### src/rtl/sd_spi_pkg.sv
package sd_spi_pkg;

    typedef enum logic [1:0] {
        PORT_CTRL = 2'd0,
        PORT_STAT = 2'd1,
        PORT_DATA = 2'd2,
        PORT_RDST = 2'd3
    } port_e;

    localparam logic [7:0] FILL_BYTE = 8'hFF;

    typedef struct packed {
        logic       go;
        logic [7:0] data;
    } start_req_t;

    typedef struct packed {
        logic [4:0] zero;
        logic       locked;
        logic       present;
        logic       busy;
    } status_t;

    function automatic logic [7:0] pack_status(input logic b, input logic p, input logic l);
        status_t s;
        s.zero    = '0;
        s.locked  = l;
        s.present = p;
        s.busy    = b;
        return s;
    endfunction

endpackage

### src/rtl/sd_spi_clkgen.sv
module sd_spi_clkgen #(
    parameter int HALF = 2
) (
    input  logic clk,
    input  logic rst,
    input  logic run,
    output logic tick
);
    localparam int CW = (HALF > 1) ? $clog2(HALF) : 1;
    localparam logic [CW-1:0] LAST = CW'(HALF - 1);

    logic [CW-1:0] cnt_q;

    always_ff @(posedge clk) begin
        if (rst || !run) begin
            cnt_q <= '0;
        end else if (cnt_q == LAST) begin
            cnt_q <= '0;
        end else begin
            cnt_q <= cnt_q + 1'b1;
        end
    end

    assign tick = run && (cnt_q == LAST);
endmodule

### src/rtl/sd_spi_shifter.sv
module sd_spi_shifter
    import sd_spi_pkg::*;
(
    input  logic       clk,
    input  logic       rst,
    input  start_req_t req,
    input  logic       tick,
    input  logic       miso,
    output logic       busy,
    output logic       sck,
    output logic       mosi,
    output logic [7:0] last_rx
);
    logic       busy_q;
    logic       sck_q;
    logic [7:0] tx_q;
    logic [7:0] rx_q;
    logic [2:0] bit_q;
    logic [7:0] last_q;

    always_ff @(posedge clk) begin
        if (rst) begin
            busy_q <= 1'b0;
            sck_q  <= 1'b0;
            tx_q   <= FILL_BYTE;
            rx_q   <= '0;
            bit_q  <= '0;
            last_q <= '0;
        end else if (!busy_q && req.go) begin
            busy_q <= 1'b1;
            sck_q  <= 1'b0;
            tx_q   <= req.data;
            bit_q  <= '0;
        end else if (busy_q && tick) begin
            sck_q <= !sck_q;
            if (!sck_q) begin
                rx_q <= {rx_q[6:0], miso};
            end else begin
                bit_q <= bit_q + 1'b1;
                if (bit_q == 3'd7) begin
                    busy_q <= 1'b0;
                    last_q <= rx_q;
                    tx_q   <= FILL_BYTE;
                end else begin
                    tx_q <= {tx_q[6:0], 1'b1};
                end
            end
        end
    end

    assign busy    = busy_q;
    assign sck     = sck_q;
    assign mosi    = tx_q[7];
    assign last_rx = last_q;
endmodule

### src/rtl/sd_spi_regs.sv
module sd_spi_regs
    import sd_spi_pkg::*;
(
    input  logic       clk,
    input  logic       rst,
    input  logic [1:0] addr,
    input  logic       wr,
    input  logic       rd,
    input  logic [7:0] wdata,
    output logic [7:0] rdata,
    input  logic       busy,
    input  logic [7:0] last_rx,
    input  logic       present,
    input  logic       locked,
    output logic       cs_n,
    output start_req_t req
);
    port_e sel;
    logic  cs_q;

    assign sel = port_e'(addr);

    always_ff @(posedge clk) begin
        if (rst) begin
            cs_q <= 1'b1;
        end else if (wr && sel == PORT_CTRL) begin
            cs_q <= wdata[0];
        end
    end

    always_comb begin
        req.go   = 1'b0;
        req.data = FILL_BYTE;
        if (wr && sel == PORT_DATA) begin
            req.go   = 1'b1;
            req.data = wdata;
        end else if (rd && sel == PORT_RDST) begin
            req.go   = 1'b1;
            req.data = FILL_BYTE;
        end
    end

    always_comb begin
        unique case (sel)
            PORT_CTRL: rdata = {7'b0, cs_q};
            PORT_STAT: rdata = pack_status(busy, present, locked);
            PORT_DATA: rdata = last_rx;
            PORT_RDST: rdata = last_rx;
            default:   rdata = '0;
        endcase
    end

    assign cs_n = cs_q;
endmodule

### src/rtl/sd_spi_byte_master.sv
module sd_spi_byte_master
    import sd_spi_pkg::*;
#(
    parameter int CLK_DIV = 4
) (
    input  logic       clk,
    input  logic       rst,
    input  logic [1:0] bus_addr,
    input  logic       bus_wr,
    input  logic       bus_rd,
    input  logic [7:0] bus_wdata,
    output logic [7:0] bus_rdata,
    input  logic       card_present,
    input  logic       card_locked,
    output logic       busy,
    output logic       sd_sck,
    output logic       sd_mosi,
    input  logic       sd_miso,
    output logic       sd_cs_n
);
    localparam int HALF = CLK_DIV / 2;

    start_req_t req;
    logic       tick;
    logic [7:0] last_rx;

    sd_spi_regs u_regs (
        .clk     (clk),
        .rst     (rst),
        .addr    (bus_addr),
        .wr      (bus_wr),
        .rd      (bus_rd),
        .wdata   (bus_wdata),
        .rdata   (bus_rdata),
        .busy    (busy),
        .last_rx (last_rx),
        .present (card_present),
        .locked  (card_locked),
        .cs_n    (sd_cs_n),
        .req     (req)
    );

    sd_spi_clkgen #(.HALF(HALF)) u_clk (
        .clk  (clk),
        .rst  (rst),
        .run  (busy),
        .tick (tick)
    );

    sd_spi_shifter u_shift (
        .clk     (clk),
        .rst     (rst),
        .req     (req),
        .tick    (tick),
        .miso    (sd_miso),
        .busy    (busy),
        .sck     (sd_sck),
        .mosi    (sd_mosi),
        .last_rx (last_rx)
    );
endmodule

### config.mk
export PLATFORM = sky130hd
export DESIGN_NAME = sd_spi_byte_master
export DESIGN_NICKNAME = d
export VERILOG_FILES = /design/src/rtl/sd_spi_pkg.sv /design/src/rtl/sd_spi_clkgen.sv /design/src/rtl/sd_spi_shifter.sv /design/src/rtl/sd_spi_regs.sv /design/src/rtl/sd_spi_byte_master.sv
export SDC_FILE = /design/constraint.sdc
export NUM_CORES = 1
export LEC_CHECK = 0
export BUFFER_PORTS_ARGS = -buffer_cell sky130_fd_sc_hd__buf_2
export CORE_MARGIN = 1.5
export CORE_UTILIZATION = 53
export DETAILED_ROUTE_END_ITERATION = 10
export PLACE_DENSITY_LB_ADDON = 0.05
export SYNTH_ARGS = -nofsm -noshare
export SYNTH_HDL_FRONTEND = slang
export SYNTH_SLANG_ARGS = --single-unit
### constraint.sdc
create_clock -name clk -period 2 [get_ports clk]
set_input_delay 0.1 -clock clk [delete_from_list [all_inputs] [get_ports clk]]
set_output_delay 0.1 -clock clk [all_outputs]
set_load 0.01 [all_outputs]
==> flow_metrics.py <==
metrics = {
    "clock_tree": {
        "htreeDepth": 2,
        "clock_sinks": 31,
        "cts_tree": "built",
        "clock_path_buffers": 2,
        "clock-root-buffer": "clkbuf_4",
        "cts.clk_slew.worst_paths_ns": 0.09,
        "cts_buffers": 5,
        "clk-insertion-delay-late_ns": 0.33,
    },
    "sta": {
        "fin_skew_ns": 0.00617,
        "period_needed_ns": 1.62,
        "period_share_pct": 80.9,
        "hold_viol": 0,
        "setup_viol": 0,
        "rsz0062_at_grt": "false",
        "relSlewSlack_pct": 63.8,
        "worstMarginPinSlew_ns": 0.541,
        "final.setup.tns_ns": 0,
        "fmax_mhz": 618,
        "maxSlewViolCount": 0,
    },
    "power": {
        "intPower_uw": 852,
        "p_leak_uw": 0.000723,
        "power_density_nw_per_um2": 703,
        "pwr-share-clk_pct": 32.7,
        "pwr-share-seq_pct": 57.1,
        "swShare_pct": 24.7,
        "power_frac_comb_pct": 10.3,
        "p_switching_uw": 280,
        "max-vdd-ir-drop_mv": 0.604,
        "total_power_uw": 1130,
    },
    "worst_setup_path": {
        "start_kind": "register",
        "cpMaxStageDelayCell": "dfxtp_1",
        "cp_max_fo": 9,
        "cp_num_buf_inv": 0,
        "path_cells": "ha_1 > ha_1 > nand4_1 > nand2_1 > a21oi_1",
        "worstPathRequired_ns": 2.20,
        "criticalPathCategory": "reg -> reg",
        "cp_top_family": "simple AND/OR/NAND/NOR gates",
        "crit_top_cell": "ha_1",
        "critical-path-max-stage-delay_ns": 0.37,
        "end_kind": "register",
        "arrival_ns": 1.81,
    },
    "status": {
        "status": "finished, final reports clean",
    },
    "grt": {
        "grt_pass1_wl_um": 4890,
        "antenna_found_initial": 0,
        "overflow": 0,
        "first_global_vias": 1110,
        "grt_max_degree": 32,
        "track_usage_pct": 22.8,
    },
    "logic_synthesis": {
        "synth_edf_count": 0,
        "syn-num-nets": 173,
        "synth_async_sr_flop_share_pct": 0,
        "yosysSeqAreaShare_pct": 43.3,
        "yosys_warnings": 0,
        "synth-seq-cells": 31,
        "synth.cell_area_sq_um": 1430,
        "yosys.area.top_type_share_pct": 43.3,
        "ys_types": 33,
        "avgSynthCellArea_sq_um": 9.31,
        "synth.area.top_cells": "dfxtp_1 (43%), mux2i_1 (8.4%), a221o_1 (4.9%)",
        "syn-instance-count": 154,
        "ys.flop_type": "dfxtp_1",
        "yosysTopAreaCell": "dfxtp_1",
    },
    "cells_and_area": {
        "n_antenna_cell": 0,
        "fillers": 233,
        "nNetsFinal": 200,
        "drive_above_1_share_pct": 22.7,
        "area_growth_pct": 12.2,
    },
    "placement": {
        "numPortBuffers": 28,
        "hpwl_um": 1930,
        "gp_congestion": 0.736,
    },
    "detailed_routing": {
        "drt-pass1-iter-count": 4,
        "via_per_inst": 5.61,
        "drc": 0,
        "drt_first_iter_violations": 28,
        "ant_nets": 0,
        "wl_per_cell_um": 13.7,
        "routed_wl_um": 2890,
        "via_count": 1184,
    },
    "floorplan": {
        "die_area_sq_um": 3030,
        "fp.coreArea_sq_um": 2520,
        "rows": 18,
        "num_io_pins": 29,
        "die_h_um": 55.0,
        "die_x_um": 55.0,
        "initial_core_util_pct": 56.8,
    },
    "worst_hold_path": {
        "hp-class": "in -> reg",
    },
    "flow_run": {
        "max_cap_viol_count": 0,
    },
}
-- registers in the layout, indices dropped and copies added, names as in the netlist --
signal / count
u_shift.rx_q: 8
u_shift.last_rx: 8
u_clk.cnt_q: 1
u_shift.bit_q: 3
u_shift.sck: 1
u_shift.busy: 1
u_shift.tx_q: 8
u_regs.cs_n: 1
-- metal layers --
metal  share of wire [%]  GRT usage (%)
met1                  47           27.7
met2                  46           37.9
met3                 6.0           7.53
met4                 1.1           7.32
met5                   0              0
-- final timing paths --
kind,start,to,cells after the start,slack (ns)
max reg2reg,u_shift.bit_q[0]$_SDFFE_PP0P_,u_shift.last_rx[4]$_SDFFE_PP0P_,5,0.38
max,u_shift.bit_q[0]$_SDFFE_PP0P_,u_shift.last_rx[4]$_SDFFE_PP0P_,5,0.38
min reg2reg,u_shift.last_rx[6]$_SDFFE_PP0P_,u_shift.last_rx[6]$_SDFFE_PP0P_,2,0.46
min,bus_wdata[4],u_shift.tx_q[4]$_SDFFE_PP1P_,3,0.08
-- synth_stat cells (3+ instances only) --
| library cell | n |
|---|---|
| dfxtp_1 | 31 |
| nand2_1 | 18 |
| nor2_1 | 16 |
| mux2i_1 | 12 |
| a21oi_1 | 9 |
| nand2b_1 | 8 |
| a221o_1 | 7 |
| o22ai_1 | 7 |
| and2_1 | 5 |
| clkbuf_1 | 4 |
| nor3_1 | 4 |
| buf_6 | 3 |
-- stage by stage --
step	util [%]	setup WS [ns]	hold slack, ns	area, sq um	instances
after CTS	63.8	0.375	0.0725	1610	211
after floorplan	-	0.553	0.205	1430	154
after detailed placement	60.8	0.422	0.342	1530	202
after global placement	60.8	0.455	0.322	1530	202
final	63.8	0.383	0.0799	1610	211
after global routing	63.8	0.257	0.101	1610	211
-- worst min-delay path, stage by stage --
cell and delay, ns:
buf_2 0.07, nand2b_1 0.08, a221o_1 0.13
-- cells by family after synthesis --
kind of cell | Yosys count | synth area share (%)
adder cells (fa/ha/maj) | 2 | 1.74
flip-flops | 31 | 43.3
buffers and inverters | 13 | 6.54
XOR/XNOR | 2 | 1.22
AND/OR/NAND/NOR | 61 | 22.3
multiplexers | 12 | 8.38
AO/OA/AOI/OAI | 33 | 16.5
-- area by class of cell --
cell class	count	area, sq um	area share, %
clock buffers	6	51.3	3.19
repair buffers	31	168	10.4
clock inverters	1	5.00	0.311
inverters	2	7.51	0.467
flip-flops and latches	31	621	38.6
multi-input cells	110	719	44.7
well taps	30	37.5	2.33
-- layout by cell type, fill, tap and decap left out, types with 2 or more instances in the layout --
| cell type | synthesis | layout |
|---|---|---|
| nor2b_1 | 2 | 2 |
| nor3_1 | 4 | 4 |
| dfxtp_1 | 31 | 31 |
| inv_1 | 2 | 2 |
| nor3b_1 | 2 | 2 |
| mux2i_1 | 12 | 12 |
| nor2_1 | 16 | 16 |
| a21oi_1 | 9 | 9 |
| o21ai_0 | 2 | 2 |
| a22o_1 | 2 | 2 |
| o22ai_1 | 7 | 7 |
| ha_1 | 2 | 2 |
| xor2_1 | 2 | 2 |
| nand2_1 | 18 | 18 |
| buf_2 | 2 | 28 |
| nand2b_1 | 8 | 8 |
| dlygate4sd3_1 | 0 | 2 |
| and2_1 | 5 | 5 |
| a221o_1 | 7 | 7 |
| clkbuf_4 | 0 | 5 |
-- what timing repair did --
action	4_1_cts	5_1_grt
hold endpoints to repair	2	0
setup buffers	0	0
resized for setup	0	0
hold buffers	2	0
-- power by group through the flow --
stage / sequential [uW] / clock [uW] / combinational, uW
5_1_grt: 648 / 402 / 129
4_1_cts: 646 / 379 / 116
6_report: 646 / 370 / 116
2_1_floorplan: 657 / 0 / 85.4
3_3_place_gp: 660 / 0 / 109
3_5_place_dp: 660 / 0 / 112
Power figures use the tool's default switching activity.
